### src/rtl/dcc_pkg.sv
`timescale 1ns/1ps
package dcc_pkg;
  localparam int SEQ_W = 2;

  typedef struct packed {
    logic dot_half;
    logic eight_dot;
    logic adr_div2;
    logic adr_div4;
    logic sh_load;
    logic sh_four;
    logic line_div2;
    logic scan_dbl;
  } dcc_cfg_t;

  // dots per character
  function automatic logic [3:0] char_len(input logic eight);
    return eight ? 4'd8 : 4'd9;
  endfunction

  // divide-by-1/2/4 selection on a character sequence number
  function automatic logic seq_pick(input logic by2, input logic by4,
                                    input logic [SEQ_W-1:0] seq);
    if (by4)      return seq == '0;
    else if (by2) return ~seq[0];
    else          return 1'b1;
  endfunction
endpackage

### src/rtl/dcc_dot_stage.sv
`timescale 1ns/1ps
module dcc_dot_stage
  import dcc_pkg::*;
#(
  parameter int DOT_W = 4
) (
  input  logic             clk,
  input  logic             rst_n,
  input  logic             live,
  input  dcc_cfg_t         cfg_in,
  output dcc_cfg_t         cfg,
  output logic             dot_en,
  output logic             char_en,
  output logic             char_wrap,
  output logic [DOT_W-1:0] dot_idx
);
  localparam int CNT_W = DOT_W + 1;

  logic             ph;
  logic [DOT_W-1:0] dcnt;
  logic             dot_end;
  logic [DOT_W-1:0] last_dot;

  assign last_dot  = DOT_W'(char_len(cfg.eight_dot) - 4'd1);
  assign dot_en    = live & (~cfg.dot_half | ~ph);
  assign dot_end   = live & (~cfg.dot_half | ph);
  assign char_wrap = dot_end & (dcnt == last_dot);
  assign char_en   = dot_en & (dcnt == '0);
  assign dot_idx   = dcnt;

  always_ff @(posedge clk) begin
    if (!rst_n) begin
      ph   <= 1'b0;
      dcnt <= '0;
      cfg  <= cfg_in;
    end else if (!live) begin
      cfg  <= cfg_in;
    end else begin
      if (cfg.dot_half) ph <= ~ph;
      if (char_wrap) begin
        dcnt <= '0;
        cfg  <= cfg_in;
      end else if (dot_end) begin
        dcnt <= dcnt + 1'b1;
      end
    end
  end

  // checker state: dots seen since the last character start
  logic [CNT_W-1:0] seen_dots;
  logic [CNT_W-1:0] len_q;
  logic             had_char;

  always_ff @(posedge clk) begin
    if (!rst_n) begin
      seen_dots <= '0;
      len_q     <= '0;
      had_char  <= 1'b0;
    end else if (char_en) begin
      seen_dots <= CNT_W'(1);
      len_q     <= CNT_W'(char_len(cfg.eight_dot));
      had_char  <= 1'b1;
    end else if (dot_en) begin
      seen_dots <= seen_dots + 1'b1;
    end
  end


  half_rate_chk: assert property (@(posedge clk) disable iff (!rst_n)
    (cfg.dot_half && dot_en) |=> !dot_en);


  char_len_chk: assert property (@(posedge clk) disable iff (!rst_n)
    (char_en && had_char) |-> (seen_dots == len_q));
endmodule

### src/rtl/dcc_char_stage.sv
`timescale 1ns/1ps
module dcc_char_stage
  import dcc_pkg::*;
#(
  parameter int DOT_W = 4
) (
  input  logic             clk,
  input  logic             rst_n,
  input  logic             dot_en,
  input  logic             char_en,
  input  logic             char_wrap,
  input  logic [DOT_W-1:0] dot_idx,
  input  logic             adr_div2,
  input  logic             adr_div4,
  input  logic             sh_load,
  input  logic             sh_four,
  output logic             adr_en,
  output logic             load_en
);
  logic [SEQ_W-1:0] seq;
  logic             half_char;

  assign half_char = dot_en & ((dot_idx == '0) | (dot_idx == DOT_W'(4)));
  assign adr_en    = (adr_div2 & adr_div4) ? half_char
                   : (char_en & seq_pick(adr_div2, adr_div4, seq));
  assign load_en   = char_en & seq_pick(sh_load, sh_four, seq);

  always_ff @(posedge clk) begin
    if (!rst_n)         seq <= '0;
    else if (char_wrap) seq <= seq + 1'b1;
  end


  adr_on_dot_chk: assert property (@(posedge clk) disable iff (!rst_n)
    adr_en |-> dot_en);


  load_on_char_chk: assert property (@(posedge clk) disable iff (!rst_n)
    load_en |-> char_en);
endmodule

### src/rtl/dcc_line_stage.sv
`timescale 1ns/1ps
module dcc_line_stage (
  input  logic clk,
  input  logic rst_n,
  input  logic live,
  input  logic hretrace,
  input  logic line_div2,
  input  logic scan_dbl,
  output logic vcnt_en,
  output logic row_en
);
  logic hr_q, lph, rph, hr_rise, v_pass, r_pass;

  assign hr_rise = live & hretrace & ~hr_q;
  assign v_pass  = hr_rise & (~line_div2 | ~lph);
  assign r_pass  = v_pass & (~scan_dbl | ~rph);

  always_ff @(posedge clk) begin
    if (!rst_n) begin
      hr_q    <= 1'b0;
      lph     <= 1'b0;
      rph     <= 1'b0;
      vcnt_en <= 1'b0;
      row_en  <= 1'b0;
    end else begin
      hr_q    <= hretrace;
      vcnt_en <= v_pass;
      row_en  <= r_pass;
      if (hr_rise && line_div2) lph <= ~lph;
      if (v_pass && scan_dbl)   rph <= ~rph;
    end
  end


  vcnt_after_hr_chk: assert property (@(posedge clk) disable iff (!rst_n)
    vcnt_en |-> $past(hretrace));


  row_in_vcnt_chk: assert property (@(posedge clk) disable iff (!rst_n)
    row_en |-> vcnt_en);
endmodule

### src/rtl/disp_clk_chain.sv
`timescale 1ns/1ps
module disp_clk_chain
  import dcc_pkg::*;
#(
  parameter int DOT_W = 4
) (
  input  logic clk,
  input  logic rst_n,
  input  logic dot_half,
  input  logic eight_dot,
  input  logic adr_div2,
  input  logic adr_div4,
  input  logic sh_load,
  input  logic sh_four,
  input  logic line_div2,
  input  logic scan_dbl,
  input  logic hretrace,
  output logic dot_en,
  output logic char_en,
  output logic adr_en,
  output logic load_en,
  output logic vcnt_en,
  output logic row_en
);
  logic             live;
  dcc_cfg_t         cfg_in, cfg;
  logic             char_wrap;
  logic [DOT_W-1:0] dot_idx;

  assign cfg_in = '{dot_half: dot_half, eight_dot: eight_dot,
                    adr_div2: adr_div2, adr_div4: adr_div4,
                    sh_load: sh_load, sh_four: sh_four,
                    line_div2: line_div2, scan_dbl: scan_dbl};

  always_ff @(posedge clk) begin
    if (!rst_n) live <= 1'b0;
    else        live <= 1'b1;
  end

  dcc_dot_stage #(.DOT_W(DOT_W)) dot_i (
    .clk(clk), .rst_n(rst_n), .live(live), .cfg_in(cfg_in), .cfg(cfg),
    .dot_en(dot_en), .char_en(char_en), .char_wrap(char_wrap),
    .dot_idx(dot_idx));

  dcc_char_stage #(.DOT_W(DOT_W)) chr_i (
    .clk(clk), .rst_n(rst_n), .dot_en(dot_en), .char_en(char_en),
    .char_wrap(char_wrap), .dot_idx(dot_idx),
    .adr_div2(cfg.adr_div2), .adr_div4(cfg.adr_div4),
    .sh_load(cfg.sh_load), .sh_four(cfg.sh_four),
    .adr_en(adr_en), .load_en(load_en));

  dcc_line_stage line_i (
    .clk(clk), .rst_n(rst_n), .live(live), .hretrace(hretrace),
    .line_div2(cfg.line_div2), .scan_dbl(cfg.scan_dbl),
    .vcnt_en(vcnt_en), .row_en(row_en));


  quiet_in_reset_chk: assert property (@(posedge clk)
    !rst_n |=> (!$past(rst_n) && !char_en && !vcnt_en) || $past(rst_n));
endmodule

### config.mk
export PLATFORM = sky130hd
export DESIGN_NAME = disp_clk_chain
export DESIGN_NICKNAME = d
export VERILOG_FILES = /design/src/rtl/dcc_pkg.sv /design/src/rtl/dcc_dot_stage.sv /design/src/rtl/dcc_char_stage.sv /design/src/rtl/dcc_line_stage.sv /design/src/rtl/disp_clk_chain.sv
export SDC_FILE = /design/constraint.sdc
export NUM_CORES = 1
export LEC_CHECK = 0
export BUFFER_PORTS_ARGS = -buffer_cell sky130_fd_sc_hd__buf_4
export CORE_ASPECT_RATIO = 0.75
export CORE_MARGIN = 2
export CORE_UTILIZATION = 35
export CTS_CLUSTER_DIAMETER = 40
export CTS_CLUSTER_SIZE = 30
export DETAILED_ROUTE_END_ITERATION = 8
export PLACE_DENSITY_LB_ADDON = 0.1
export SYNTH_ARGS = -nofsm -noshare
export SYNTH_HDL_FRONTEND = slang
export SYNTH_SLANG_ARGS = --single-unit
export TNS_END_PERCENT = 10
### constraint.sdc
create_clock -name clk -period 2.2 [get_ports clk]
set_clock_uncertainty 0.1 [all_clocks]
set_input_delay 0.44 -clock clk [delete_from_list [all_inputs] [get_ports clk]]
set_output_delay 0.44 -clock clk [all_outputs]
set_load 0.02 [all_outputs]
* Yosys cells after proc, flatten, opt, wreduce, memory -nomap -nowiden
Cells that the tools add are included.
** Word-level totals
- Flip-flop bits (word level) :: 21
- Output and inout bits :: 6
- Input port bits :: 11
** Operators by class
- Add/subtract/negate cells :: 3
- Bitwise operators :: 25
- Eq/ne operators :: 3
- Muxes and demuxes :: 12
- Reduce and logical (&&, ||, !) cells :: 7
** Operators by type and width (number)
- 8-bit 2-to-1 mux :: 3
- 1-bit bitwise AND :: 12
- 4-bit 2-to-1 mux :: 2
- 1-bit NOT :: 8
- 1-bit 2-to-1 mux :: 7
- 1-bit OR :: 5
- 4-bit by 1-bit adder with 4-bit output, second input constant :: 1
- 4-bit by 3-bit == test with 1-bit output, second input constant :: 1
- 4-bit == test :: 1
- 4-bit logical NOT :: 1
- 2-bit AND reduction :: 2
- 4-bit by 1-bit subtractor with 4-bit output, second input constant :: 1
- 3-bit by 2-bit inequality test with 1-bit output, second input constant :: 1
- 2-bit by 1-bit adder with 2-bit output, second input constant :: 1
- 1-bit logical AND :: 2
- 2-bit logical NOT :: 1
- 2-bit nonzero test :: 1

* Longest topological paths before layout
- Depth in word-level cells :: 7
- Mapped depth :: 5
- Depth with buffers taken out :: 5

* Cells and area by module
From an unflattened synthesis, not the netlist that was laid out.
** Unflattened totals
- Cell total of the unflattened synthesis :: 86
- Area, all modules :: 943.4 µm²
** By module, submodules not included
- dcc_dot_stage :: area an instance 588.1 µm², instances 1, cells each 49, seq. area each 340.3 µm²
- dcc_line_stage :: area an instance 191.4 µm², instances 1, cells each 18, seq. area each 100.1 µm²
- dcc_char_stage :: area an instance 143.9 µm², instances 1, cells each 18, seq. area each 40.0 µm²
- disp_clk_chain :: area an instance 20.0 µm², instances 1, cells each 1, seq. area each 20.0 µm²

* Worst setup path before layout
No wires, ideal clock.
- Path type :: register to output
- Start point :: register live
- End point :: output adr_en
- Arrival time :: 1.639 ns
- Data required time :: 1.660 ns
- Stages on the path, launching flop included :: 5
- Slack :: 0.021 ns
- Buffers on the path :: 0
- Path through :: dfxtp_1 a21boi_1 nand3b_1 nor2_1 o2bb2ai_1
** Between the ends
- Cells in the longest elaborated chain, start to end :: 4
- Elaborated cells on any way between the ends :: 5
- Classes of those cells :: mux: 1; bitwise: 4
** Ends and longest elaborated chain
- start: declaration :: RTL line disp_clk_chain.sv:25 : logic live;
- start signal: assignment :: RTL line disp_clk_chain.sv:36 : if (!rst_n) live <= 1'b0;
- start signal: assignment :: RTL line disp_clk_chain.sv:37 : else live <= 1'b1;
- 1-bit bitwise AND :: RTL line dcc_dot_stage.sv:25 : assign dot_en = live & (~cfg.dot_half | ~ph);
- named net dot_en :: RTL line disp_clk_chain.sv:18 : output logic dot_en,
- 1-bit bitwise AND :: RTL line dcc_dot_stage.sv:28 : assign char_en = dot_en & (dcnt == '0);
- named net char_en :: RTL line disp_clk_chain.sv:19 : output logic char_en,
- 1-bit bitwise AND :: RTL line dcc_char_stage.sv:25 : : (char_en & seq_pick(adr_div2, adr_div4, seq));
- 1-bit 2-to-1 mux :: RTL line dcc_char_stage.sv:24 : assign adr_en = (adr_div2 & adr_div4) ? half_char
- end: declaration :: RTL line disp_clk_chain.sv:20 : output logic adr_en,
The timed path passes the listed nets, and every way through them passes these cells.

* Worst setup path after layout
- Start point :: register, netlist name dot_i.cfg[7]
- End point :: output adr_en
** Between the ends
- Cells in the longest elaborated chain, start to end :: 6
- Elaborated cells on any way between the ends :: 7
- Classes of those cells :: mux: 1; bitwise: 6
** Ends and longest elaborated chain (RTL line)
- 1-bit NOT * :: dcc_dot_stage.sv:25
- 1-bit OR * :: dcc_dot_stage.sv:25
- 1-bit bitwise AND * :: dcc_dot_stage.sv:25
- 1-bit bitwise AND :: dcc_dot_stage.sv:28
- 1-bit bitwise AND :: dcc_char_stage.sv:25
- 1-bit 2-to-1 mux * :: dcc_char_stage.sv:24
Mark *: on every way between the ends. The rest lies on a longest branch, timed or not.

==> impl_metrics.toml <==
[routing]
post_drt_wl_per_cell_um = 11.58
wl_met3_um = 75
dr.first_iter.drc_count = 25
via_count = 647
met1_length_um = 769
route.top_layer_used = "met4"
post-route-drc-count = 0
met2_length_um = 720
dr.pass1.iters = 4
routed_via_density = 4.723
ant_nets = 0
wl_mm = 1.586

[cells_and_area]
num_antenna_cells = 0
final_util = 0.4656
finalNetCount = 118
fill_cells = 236
instances_no_fill = 137
drive_gt1_frac = 0.2427
final_area_sq_um = 1110
syn_to_final_growth_pct = 21.84

[die]
die-area_sq_um = 3031
pin_count = 17
start_util = 0.3822
die_h_um = 48.18
coreArea_sq_um = 2384
die_x_um = 62.91
fp-row-count = 15

[worst_hold_path]
min_path_cells = 1
min_path_type = "in2reg"

[clock_tree]
cts_setup_buffers = 0
htreeDepth = 1
cts_tree = "yes"
clk_latency_ns = 0.29
hold_buffers = 0
cts.root.buffer_cell = "clkbuf_4"
clock_path_buffers = 2
clkTransAtPathRegs_ns = 0.10
cts_resized = 0
cts_inserted_buffers = 3
clock-sinks = 21

[power]
power.total_w = 0.0007205
power.leakage_nw = 0.4387
vdd_drop_max_mv = 0.3665
p_per_area_nw_per_um2 = 649.2

[grt]
grt_pass1_wl_mm = 2.711
overflow = 0
antenna_found_initial = 0
grtUsageTotal = 0.1255
grt_pass1_vias = 639
grt_max_degree = 18

[place]
dpl.hpwl_mm = 1.214
place_congestion = 0.7023
place_area_sq_um = 1077
port-buffer-count = 16
dp.cells = 133

[sta]
hold_violations = 0
report.final.setup_viol = 0
relSlewSlack = 0.7230
timing.final.crit_share = 0.9338
worst_pin_slew_ns = 0.4142
whs_ns = 0.2155
clock.fmax_ghz = 0.4868
maxSlewViolCount = 0
period_needed_ns = 2.054

[setup_path]
required_ns = 1.66
cp_max_fo = 3
setup.worst_path.end_class = "output port"
rr_worst_depth = 4
crit_type = "reg2out"
arrival_ns = 1.51
critPathLaunchType = "flip-flop"

[synthesis]
synth_nets = 97
synthCells = 83
avgSynthCellArea_sq_um = 10.97
syn-cell-area_sq_um = 910.9
synth_seq_area_share = 0.5495
synthDistinctLibCells = 31
yosys_warnings = 0
yosys_register_bits = 21

[run]
max_cap_viol_count = 0

[outcome]
status = "finished clean"
==> cell type report <==
cell class / instances / area, sq um / share of cell area
Clock buffer: 4 / 26.28 / 0.02368
Inverter: 6 / 22.52 / 0.02029
Multi-Input combinational cell: 55 / 390.4 / 0.3517
Sequential cell: 21 / 500.5 / 0.4510
Tap cell: 34 / 42.54 / 0.03833
Timing Repair Buffer: 17 / 127.6 / 0.1150
==> per-layer routing <==
layer,global-route usage,vias to the layer above
met5,0,-
met4,0.05333,0
met3,0.05543,2
met2,0.2106,21
met1,0.1466,292
li1,-,332
==> metrics by stage <==
| step | TNS, ns | setup WS, ns |
|---|---|---|
| global route | -0.0001268 | -0.0001268 |
| detailed placement | 0 | 0.2471 |
| floorplan | 0 | 0.02057 |
| CTS | 0 | 0.03987 |
| global placement | 0 | 0.2646 |
| finish | 0 | 0.1456 |
==> cells in the final DEF (no fill, tap or decap), types with 2 or more instances in the layout <==
cell type / synthesis / final
a21oi_1: 2 / 2
and2_1: 4 / 4
buf_4: 0 / 17
clkbuf_4: 0 / 3
dfxtp_1: 13 / 13
edfxtp_1: 8 / 8
ha_1: 3 / 3
inv_1: 6 / 6
mux2i_1: 3 / 3
nand2_1: 11 / 11
nand2b_1: 2 / 2
nand3_1: 2 / 2
nand3b_1: 3 / 3
nor2b_1: 2 / 2
nor3_1: 3 / 3
xnor2_1: 3 / 3
==> final timing paths <==
| kind | to | start | slack (ns) |
|---|---|---|---|
| min reg2reg | line_i.row_en | dot_i.cfg[0] | 0.37 |
| max reg2reg | dot_i.cfg[2] | dot_i.dot_idx[0] | 0.24 |
| min | dot_i.cfg[5] | adr_div2 | 0.22 |
| max | adr_en | dot_i.cfg[7] | 0.15 |
==> synth_stat cells, drive strengths merged <==
| cell | n | share of area |
|---|---|---|
| mux2i | 3 | 0.033 |
| a311o | 1 | 0.011 |
| edfxtp | 8 | 0.26 |
| a21boi | 3 | 0.025 |
| xnor2 | 3 | 0.029 |
| nor3 | 3 | 0.016 |
| o2bb2ai | 1 | 0.0096 |
| and2 | 4 | 0.027 |
| nand3b | 3 | 0.025 |
| or3 | 2 | 0.019 |
| ha | 3 | 0.041 |
| and2b | 1 | 0.0082 |
| nand2 | 11 | 0.045 |
| dfxtp | 13 | 0.29 |
| or4 | 1 | 0.0082 |
| o21ai | 1 | 0.018 |
| a21oi | 2 | 0.011 |
| and3 | 1 | 0.0069 |
| o22ai | 2 | 0.021 |
| nor2b | 2 | 0.014 |
| nand3 | 2 | 0.011 |
| o211ai | 1 | 0.0082 |
| inv | 6 | 0.025 |
| clkbuf | 1 | 0.0041 |
| a31oi | 1 | 0.0069 |
| and3b | 1 | 0.0096 |
| nand2b | 2 | 0.014 |
| nor2 | 1 | 0.0041 |
==> worst max-delay path, stage by stage, from the launching register on <==
cell and delay (ns):
edfxtp_1 0.44, a21boi_2 0.18, nand3b_1 0.17, nor2_2 0.15, o2bb2ai_1 0.13, buf_4 0.16
==> sequential cells by signal, indices dropped and copies added, names as in the netlist <==
signal,count
line_i.rph,1
dot_i.cfg,8
dot_i.dot_idx,4
line_i.hr_q,1
live,1
line_i.vcnt_en,1
line_i.lph,1
line_i.row_en,1
chr_i.seq,2
dot_i.ph,1
==> power breakdown <==
part	switching (W)	internal (W)	leakage, nW	total [W]
clock network	0.000103	0.0000705	0.0150	0.000173
registers	0.0000154	0.000426	0.188	0.000441
logic	0.0000522	0.0000539	0.236	0.000106
total	0.000170	0.000550	0.439	0.000721
==> cells by family after synthesis <==
kind of cell / after synthesis / synth area share
fa+ha+maj: 3 / 0.04121
compound gates: 12 / 0.1099
simple gates: 34 / 0.2088
buf+inv: 7 / 0.02884
xor+xnor: 3 / 0.02885
flops: 21 / 0.5495
mux: 3 / 0.03297
Note: power is estimated with default switching activity, not from simulation.
